`config.mk`:
```
export PLATFORM = sky130hd
export DESIGN_NAME = frame_rx_decoder
export DESIGN_NICKNAME = d
export VERILOG_FILES = /design/src/rtl/frx_pkg.sv /design/src/rtl/frx_capture.sv /design/src/rtl/frx_decode.sv /design/src/rtl/frx_delay.sv /design/src/rtl/frame_rx_decoder.sv
export SDC_FILE = /design/constraint.sdc
export NUM_CORES = 1
export LEC_CHECK = 0
export ABC_AREA = 1
export BUFFER_PORTS_ARGS = -buffer_cell sky130_fd_sc_hd__buf_2
export CORE_MARGIN = 5
export CORE_UTILIZATION = 40
export DETAILED_ROUTE_END_ITERATION = 10
export PLACE_DENSITY_LB_ADDON = 0.12
export SLEW_MARGIN = 15
export SYNTH_ARGS = -nofsm -noshare
export SYNTH_HDL_FRONTEND = slang
export SYNTH_HIERARCHICAL = 1
export SYNTH_SLANG_ARGS = --single-unit
```
`constraint.sdc`:
```
create_clock -name clk -period 1.85 [get_ports clk]
set_input_delay 0.37 -clock clk [delete_from_list [all_inputs] [get_ports clk]]
set_output_delay 0.37 -clock clk [all_outputs]
set_load 0.02 [all_outputs]
```
`src/rtl/frx_pkg.sv`:
```
package frx_pkg;
   typedef enum logic [1:0] {
      ST_WAIT = 2'd0,
      ST_INST = 2'd1,
      ST_BODY = 2'd2,
      ST_TAIL = 2'd3
   } frx_state_e;
endpackage

```
`src/rtl/frx_capture.sv`:
```
module frx_capture #(
   parameter int DATA_W = 32
) (
   input  logic              clk,
   input  logic              rst_n,
   input  logic [DATA_W-1:0] in_word,
   input  logic              in_par,
   input  logic              in_sof,
   output logic [DATA_W-1:0] c_word,
   output logic              c_sof,
   output logic              c_pok
);
   always_ff @(posedge clk) begin
      if (!rst_n) begin
         c_word <= '0;
         c_sof  <= 1'b0;
         c_pok  <= 1'b0;
      end else begin
         c_word <= in_word;
         c_sof  <= in_sof;
         c_pok  <= ^{in_word, in_par};
      end
   end
endmodule

```
`src/rtl/frx_decode.sv`:
```
module frx_decode
   import frx_pkg::*;
#(
   parameter int DATA_W = 32,
   parameter int OUT_W  = 44,
   parameter int LEN_W  = 7
) (
   input  logic              clk,
   input  logic              rst_n,
   input  logic [DATA_W-1:0] c_word,
   input  logic              c_sof,
   input  logic              c_pok,
   output logic              o_valid,
   output logic              o_inst,
   output logic [OUT_W-1:0]  o_bus,
   output logic              o_start,
   output logic              o_eot,
   output logic              o_vok,
   output logic              o_hok
);
   localparam int HI_W    = OUT_W - DATA_W;
   localparam int FLAG_B  = DATA_W - 1;
   localparam int LEN_TOP = DATA_W - 2;

   frx_state_e        st;
   logic [HI_W-1:0]   inst_hi;
   logic [DATA_W-1:0] vacc;
   logic              hgood;
   logic [LEN_W-1:0]  remain;

   always_ff @(posedge clk) begin
      if (!rst_n) begin
         st      <= ST_WAIT;
         inst_hi <= '0;
         vacc    <= '0;
         hgood   <= 1'b0;
         remain  <= '0;
         o_valid <= 1'b0;
         o_inst  <= 1'b0;
         o_bus   <= '0;
         o_start <= 1'b0;
         o_eot   <= 1'b0;
         o_vok   <= 1'b0;
         o_hok   <= 1'b0;
      end else begin
         o_valid <= 1'b0;
         o_inst  <= 1'b0;
         o_bus   <= '0;
         o_start <= 1'b0;
         o_eot   <= 1'b0;
         o_vok   <= 1'b0;
         o_hok   <= 1'b0;
         if (c_sof) begin
            // a strobe always opens a new frame, abandoning any open one
            o_start <= 1'b1;
            if (c_word[FLAG_B]) begin
               st      <= ST_INST;
               inst_hi <= c_word[HI_W-1:0];
               vacc    <= c_word;
               hgood   <= c_pok;
               remain  <= c_word[LEN_TOP -: LEN_W];
            end else begin
               st <= ST_WAIT;
            end
         end else begin
            unique case (st)
               ST_INST: begin
                  o_valid <= 1'b1;
                  o_inst  <= 1'b1;
                  o_bus   <= {inst_hi, c_word};
                  vacc    <= vacc ^ c_word;
                  hgood   <= hgood & c_pok;
                  st      <= (remain == '0) ? ST_TAIL : ST_BODY;
               end
               ST_BODY: begin
                  o_valid <= 1'b1;
                  o_bus   <= {{HI_W{1'b0}}, c_word};
                  vacc    <= vacc ^ c_word;
                  hgood   <= hgood & c_pok;
                  remain  <= remain - LEN_W'(1);
                  if (remain == LEN_W'(1)) st <= ST_TAIL;
               end
               ST_TAIL: begin
                  o_eot <= 1'b1;
                  o_vok <= (vacc == c_word);
                  o_hok <= hgood & c_pok;
                  st    <= ST_WAIT;
               end
               default: begin
                  st <= ST_WAIT;
               end
            endcase
         end
      end
   end
endmodule

```
`src/rtl/frx_delay.sv`:
```
module frx_delay #(
   parameter int W     = 8,
   parameter int DEPTH = 3
) (
   input  logic         clk,
   input  logic         rst_n,
   input  logic [W-1:0] d,
   output logic [W-1:0] q
);
   generate
      if (DEPTH == 0) begin : g_pass
         assign q = d;
      end else begin : g_pipe
         logic [W-1:0] stage [DEPTH];
         always_ff @(posedge clk) begin
            if (!rst_n) begin
               for (int i = 0; i < DEPTH; i++) stage[i] <= '0;
            end else begin
               stage[0] <= d;
               for (int i = 1; i < DEPTH; i++) stage[i] <= stage[i-1];
            end
         end
         assign q = stage[DEPTH-1];
      end
   endgenerate
endmodule

```
`src/rtl/frame_rx_decoder.sv`:
```
module frame_rx_decoder #(
   parameter int DATA_W = 32,
   parameter int OUT_W  = 44,
   parameter int LEN_W  = 7,
   parameter int LAT    = 5
) (
   input  logic              clk,
   input  logic              rst_n,
   input  logic [DATA_W-1:0] rx_word,
   input  logic              rx_par,
   input  logic              rx_sof,
   output logic [OUT_W-1:0]  out_bus,
   output logic              out_valid,
   output logic              out_inst,
   output logic              frame_start,
   output logic              xfer_end,
   output logic              vpar_ok,
   output logic              hpar_ok
);
   localparam int HI_W  = OUT_W - DATA_W;
   localparam int PK_W  = OUT_W + 6;
   localparam int DLY   = LAT - 2;

   if (HI_W < 1) begin : g_chk_w
      $error("OUT_W must exceed DATA_W");
   end
   if (HI_W + LEN_W + 1 > DATA_W) begin : g_chk_hdr
      $error("header fields overlap");
   end
   if (LAT < 2) begin : g_chk_lat
      $error("LAT must be at least 2");
   end

   logic [DATA_W-1:0] c_word;
   logic              c_sof, c_pok;
   logic              d_valid, d_inst, d_start, d_eot, d_vok, d_hok;
   logic [OUT_W-1:0]  d_bus;
   logic [PK_W-1:0]   pk_in, pk_out;

   frx_capture #(.DATA_W(DATA_W)) i_cap (
      .clk(clk), .rst_n(rst_n),
      .in_word(rx_word), .in_par(rx_par), .in_sof(rx_sof),
      .c_word(c_word), .c_sof(c_sof), .c_pok(c_pok)
   );

   frx_decode #(.DATA_W(DATA_W), .OUT_W(OUT_W), .LEN_W(LEN_W)) i_dec (
      .clk(clk), .rst_n(rst_n),
      .c_word(c_word), .c_sof(c_sof), .c_pok(c_pok),
      .o_valid(d_valid), .o_inst(d_inst), .o_bus(d_bus),
      .o_start(d_start), .o_eot(d_eot), .o_vok(d_vok), .o_hok(d_hok)
   );

   assign pk_in = {d_valid, d_inst, d_bus, d_start, d_eot, d_vok, d_hok};

   frx_delay #(.W(PK_W), .DEPTH(DLY)) i_dly (
      .clk(clk), .rst_n(rst_n), .d(pk_in), .q(pk_out)
   );

   assign {out_valid, out_inst, out_bus, frame_start, xfer_end, vpar_ok, hpar_ok} = pk_out;
endmodule

```
# --- Word level (Yosys, flattened, before mapping) ---
# Memories as Yosys holds them, arrays and structs flattened.
# Index checks and enable logic that the tools add are counted.
word_totals:
  input_bits: 36
  ramBits: 150
  out_inout_bits: 50
  register_bits: 138
  n_memories: 1
  word_cells: 65
classes:
  bitwise_logic: 7
  mux: 24
  add_sub_neg: 1
  reduce_logical: 10
  eq_ne: 7
memory_table:
  columns: ["memory", "words", "width", "rd", "rd_ports_with_merged_regs", "write_ports", "line", "source"]
  rows:
  - ["i_dly.g_pipe.stage", 3, 50, 3, 0, 3, "frx_delay.sv:14", "logic [W-1:0] stage [DEPTH];"]
op_table:
  columns: ["operator", "n"]
  rows:
  - ["two-way mux 50 bit", 3]
  - ["two-way mux 32 bit", 3]
  - ["one-hot mux 44 bit (2 select lines)", 1]
  - ["parity 33 bit", 1]
  - ["equality test 32 bit", 1]
  - ["XOR 32 bit", 1]
  - ["two-way mux 7 bit", 3]
  - ["two-way mux 1 bit", 11]
  - ["equality test 7 x 1 -> 1 bit (second input constant)", 1]
  - ["zero test 7 bit", 1]
  - ["subtractor 7 x 1 -> 7 bit (second input constant)", 1]
  - ["AND reduction 2 bit", 3]
  - ["equality test 2 bit (second input constant)", 2]
  - ["two-way mux 2 bit", 2]
  - ["one-hot mux 2 bit (2 select lines)", 1]
  - ["nonzero test 2 bit", 2]
  - ["OR reduction 2 bit", 2]
  - ["!= test 3 x 2 -> 1 bit (second input constant)", 1]
  - ["OR 1 bit", 3]
  - ["OR reduction 3 bit", 1]
  - ["equality test 2 x 1 -> 1 bit (second input constant)", 1]
  - ["!= test 2 x 1 -> 1 bit (second input constant)", 1]
  - ["inverter 1 bit", 2]
  - ["AND 1 bit", 1]

# --- Depth between registers and ports, before layout ---
depth:
  depth_word: 4
  ltp_mapped: 14

# --- Modules after synthesis ---
# Netlist, hierarchy kept.
modules_own_cells:
  columns: ["mod", "area_each_um2", "seq_area_each_um2", "cells_each", "n_inst"]
  rows:
  - ["frx_delay", 4658.2, 3002.9, 517, 1]
  - ["frx_decode", 4515.6, 2082.0, 583, 1]
  - ["frx_capture", 1783.0, 680.7, 316, 1]

# --- Worst setup path before layout ---
# No wires, ideal clock.
synth_timing:
  path_kind: "reg2reg"
  start: "register i_dec.st[0]"
  end: "register i_dec.vacc[11]"
  t_arrival_ns: 1.212
  path_buffers: 1
  required_ns: 1.733
  slack_ns: 0.522
  path_stages_with_launch: 10
  path_cell_list: "dfxtp_1 > inv_1 > ha_1 > inv_1 > nand2_4 > inv_2 > buf_6 > nand4_1 > nand2_1 > nor2_1"
synth_via:
  elab_chain_len: 4
  word_cells_on_any_way: 5
  classes_between: "eq/ne: 2; reduce/logical: 3"
synth_rtl:
  columns: ["item", "line", "source"]
  rows:
  - ["from (decl)", "frx_decode.sv:25", "frx_state_e st;"]
  - ["from (signal assigned)", "frx_decode.sv:73", "st <= (remain == '0) ? ST_TAIL : ST_BODY;"]
  - ["equality test 2 x 1 -> 1 bit or equality test 2 bit (tied branches)", "frx_decode.sv:66", "unique case (st)"]
  - ["OR reduction 2 bit (no source line) (*)", null, null]
  - ["nonzero test 2 bit (no source line) (*)", null, null]
  - ["AND reduction 2 bit (no source line) (*)", null, null]
  - ["to (signal assigned)", "frx_decode.sv:59", "vacc <= c_word;"]
  - ["to (signal assigned)", "frx_decode.sv:71", "vacc <= vacc ^ c_word;"]
  - ["to (signal assigned)", "frx_decode.sv:78", "vacc <= vacc ^ c_word;"]
  - ["to (decl)", "frx_decode.sv:27", "logic [DATA_W-1:0] vacc;"]
# Every way passes the cells marked *; elsewhere a longest branch is shown, timed or not.
# A chain may end at the register's enable or synchronous reset.

# --- Worst setup path in the final report ---
layout_timing:
  start: "register i_dec.st[0]"
  end: "register i_dec.o_bus[2]"
layout_via:
  elab_chain_len: 2
  word_cells_on_any_way: 3
  classes_between: "eq/ne: 2; mux: 1"
layout_rtl:
  columns: ["item", "line", "source"]
  rows:
  - ["equality test 2 bit or equality test 2 x 1 -> 1 bit (tied branches)", "frx_decode.sv:66", null]
  - ["one-hot mux 44 bit (2 select lines) (*)", "frx_decode.sv:66", null]
  - ["to (signal assigned)", "frx_decode.sv:70", "o_bus <= {inst_hi, c_word};"]
  - ["to (signal assigned)", "frx_decode.sv:77", "o_bus <= {{HI_W{1'b0}}, c_word};"]
  - ["to (decl)", "frx_decode.sv:15", "output logic [OUT_W-1:0] o_bus,"]
# Marked as above.

==> impl_results.md <==
* Result of the run: completed
* Sequential element share of the synthesized area at 52.6%
* DIE AREA at 30800 um2
* Crit path arrival time at 1.93 ns
* Antenna cell count at 0
* Sum of net half-perimeters after detailed placement at 13900 um
* Final count of pins violating max slew at 0
* First drt pass iteration count at 5
* Peak supply drop at 0.000701 V
* Detailed-route DRC error count at 0
* Final std cells w/o fill at 1807
* Initial core utilization at 40.7%
* Count of state elements after synthesis at 288
* Core region area at 27000 um2
* Syn Nets at 1458
* Critical path capture point type: flip-flop
* Via count normalized by instance count at 4.18
* CP bufs+invs at 3
* Fin Setup TNS at 0 ns
* Reg-to-reg critical path endpoint: i_dec/o_bus[2]$_SDFF_PP0_
* Average routed wire per standard cell at 11.0 um
* Largest family of logic cells by synthesized area: simple AND/OR/NAND/NOR gates
* Critical path class: flip-flop to flip-flop
* Final worst path period need at 1.54 ns
* Share of final-layout standard cells stronger than drive strength 1 at 15.7%
* Number of nets in the finished design at 1488
* Starting DRT DRC Count at 398
* Relative area change from synthesis to final layout at 11.6%
* Slew at the pin closest to its max-slew limit at 0.564 ns
* I/O pin cnt at 86
* Slack of the worst reg-to-reg path at 0.31 ns
* Post-synthesis mux area share at 0%
* Hold path start: rx_word[31]
* Capture endpoint of the worst hold path: i_cap/c_word[31]$_SDFF_PN0_
* Xor/xnor share of the synthesized area at 0.959%
* Synthesis warning total at 6
* Static leakage power at 0.00673 uW
* Total power at 12700 uW
* Post-Synthesis Cells at 1416
* Share of the clock period used by the worst path after layout at 83.5%
* Floorplan row count at 60
* Number of CTS-inserted buffers at 29
* CP max FO at 23
* Die Span X at 176 um
* Via count of the first global-routing pass at 6968
* Startpoint type of the worst setup path: flip-flop
* Total via count after detailed routing at 7555
* Final count of negative-setup-slack endpoints at 0
* Final hold slack at 0.0447 ns
* Post-CTS Setup Inserts at 0
* Maximum level of the CTS H-tree at 1
* Unrepaired setup endpoints after global routing: no
* Worst-skew pair later-pin latency at 0.53 ns
* Number of cells on the worst reg-to-reg path at 7
* Crit path largest cell delay at 0.42 ns
* Total wire length at 19900 um
* Count of cells resized by post-cts repair at 0
* Cell count of the worst hold path at 3
* Maximum buffer depth of the clock tree at 3
* Max-cap viol count at 0
* Power density normalized to cell area at 1040 nW/um2
* Kind of cell with the highest combined delay on the critical path: buffers and inverters
* Timing-limited maximum frequency at 647 MHz
* Most common cell after layout, fill and taps aside: sky130_fd_sc_hd__nand2_1
* Global-route wire length before repair at 34200 um
* Mean area per synthesized cell at 7.74 um2
* CP max stage cell: sky130_fd_sc_hd__inv_2
* Final hold violations at 0
* Commonest cells after routing, fill and taps aside: 471 x sky130_fd_sc_hd__nand2_1, 288 x sky130_fd_sc_hd__dfxtp_1, 246 x sky130_fd_sc_hd__inv_1
* CP most frequent cell: sky130_fd_sc_hd__inv_1
* Total of buffers placed on input and output ports at 85
* Required time of the critical path at 2.24 ns
* Remaining antenna violation count at 0
* Cell area after technology mapping at 11000 um2
* Clock tree from TritonCTS: yes
* Total congestion overflow at 0
* Smallest setup slack after layout at 0.305 ns
* Height of the die at 176 um
* Fillers at 2716
* Area share of and/or/nand/nor cells after synthesis at 24.3%
* Hold buffers post-CTS at 0
* Headroom to the max-slew limit at 62.4%
* Weighted congestion at the end of routability-driven global placement at 0.796
* Largest net degree at the start of global routing at 65
* Post-synthesis compound-gate area fraction at 4.97%
* Worst setup slack before clock tree synthesis at 0.318 ns
* Number of cells in the design after placement at 1756
* Clock sink total at 288
* Skew final at 0.0162 ns
* Clock transition at the registers of the reported paths at 0.06 ns
* Post-Synth Adder-Cell Area at 0.685%
* Hold Crit Class: input pin to flip-flop
* Clock root buffer: sky130_fd_sc_hd__clkbuf_16
* Global router's overall resource usage at 13.1%
* Source of the worst register-to-register timing path: i_dec/st[0]$_SDFFE_PN0P_
* Library cells used by synthesis at 32
* Initial antenna violation count at 0
* Cells along the critical path: inv_1, ha_1, inv_1, nand2_4, nor2_2, inv_2, nor3_1
==> cells in the mapped netlist (all sizes together) <==
library cell	number	share of area, %
inv	287	9.9
nor3	24	2.0
a221oi	1	0.14
nor4	1	0.057
a22oi	24	1.6
nor2	80	3.0
xor2	4	0.32
nand2	485	17
o21ai	35	1.6
nand3	13	0.64
a21oi	22	1.0
nand2b	1	0.057
o21bai	1	0.069
ha	6	0.69
buf	91	6.2
nand4	25	1.4
xnor2	8	0.64
clkbuf	10	0.34
dfxtp	288	53
or2	1	0.057
a31oi	9	0.51
==> logic make-up after synthesis <==
logic type,count (synthesis)
compound gates,92
fa+ha+maj,6
simple gates,630
buf+inv,388
flops,288
xor+xnor,12
==> report_power, final <==
group | internal (uW) | total, uW | switching (uW)
Combinational | 246 | 706 | 460
Sequential | 6280 | 6360 | 76.5
Clock | 3380 | 5650 | 2260
Total | 9910 | 12700 | 2800
==> sequential cells by signal (all words and copies together) (netlist names) <==
register / cells
i_dec/remain: 7
i_dec/o_hok: 1
i_cap/c_pok: 1
i_cap/c_sof: 1
i_dec/o_vok: 1
i_dec/o_eot: 1
i_dec/hgood: 1
i_dec/o_start: 1
i_dec/o_inst: 1
i_dly/g_pipe.stage: 150
i_dec/vacc: 32
i_dec/o_bus: 44
i_dec/inst_hi: 12
i_dec/st: 2
i_dec/o_valid: 1
i_cap/c_word: 32
==> final cells by class <==
cell class / count / area (um2) / area share (%)
clock buffer: 42 / 835 / 6.82
clock inverter: 9 / 97.6 / 0.798
inverter: 287 / 1080 / 8.85
multi-input combinational: 740 / 3390 / 27.7
sequential: 288 / 5770 / 47.1
tap: 341 / 427 / 3.49
timing repair buffer: 100 / 632 / 5.17
==> worst register-to-register path, cell delays in order (launching register included) <==
cell                      delay, ns
sky130_fd_sc_hd__dfxtp_1       0.37
sky130_fd_sc_hd__inv_1         0.06
sky130_fd_sc_hd__ha_1          0.27
sky130_fd_sc_hd__inv_1         0.05
sky130_fd_sc_hd__nand2_4       0.08
sky130_fd_sc_hd__nor2_2        0.05
sky130_fd_sc_hd__inv_2         0.42
sky130_fd_sc_hd__nor3_1        0.10
==> per-layer routing <==
| metal | wire length, um | global-route usage, % | part of all wire, % |
|---|---|---|---|
| met5 | 0 | 0 | 0 |
| met2 | 7880 | 19.0 | 40 |
| met1 | 10600 | 19.9 | 53 |
| met3 | 1040 | 2.37 | 5.2 |
| met4 | 391 | 3.41 | 2.0 |
==> worst max-delay path by stage <==
stage,end,cells after the start,slack (ns),startpoint
after floorplan,i_dec/vacc[11]$_SDFFE_PN0P_,9,0.52,i_dec/st[0]$_SDFFE_PN0P_
after detailed placement,i_dec/o_bus[2]$_SDFF_PP0_,7,0.32,i_dec/st[0]$_SDFFE_PN0P_
after global routing,i_dec/o_bus[2]$_SDFF_PP0_,7,0.17,i_dec/st[0]$_SDFFE_PN0P_
after global placement,i_dec/o_bus[1]$_SDFF_PP0_,7,0.31,i_dec/st[0]$_SDFFE_PN0P_
final,i_dec/o_bus[2]$_SDFF_PP0_,7,0.31,i_dec/st[0]$_SDFFE_PN0P_
after CTS,i_dec/o_bus[2]$_SDFF_PP0_,7,0.30,i_dec/st[0]$_SDFFE_PN0P_
==> stage by stage <==
step                      util (%)  area, um2
after floorplan                  -      11000
after global placement        41.9      11300
after detailed placement      41.9      11300
after CTS                     45.4      12200
after global routing          45.4      12200
final                         45.4      12200
Note: power is estimated with default switching activity, not from simulation.
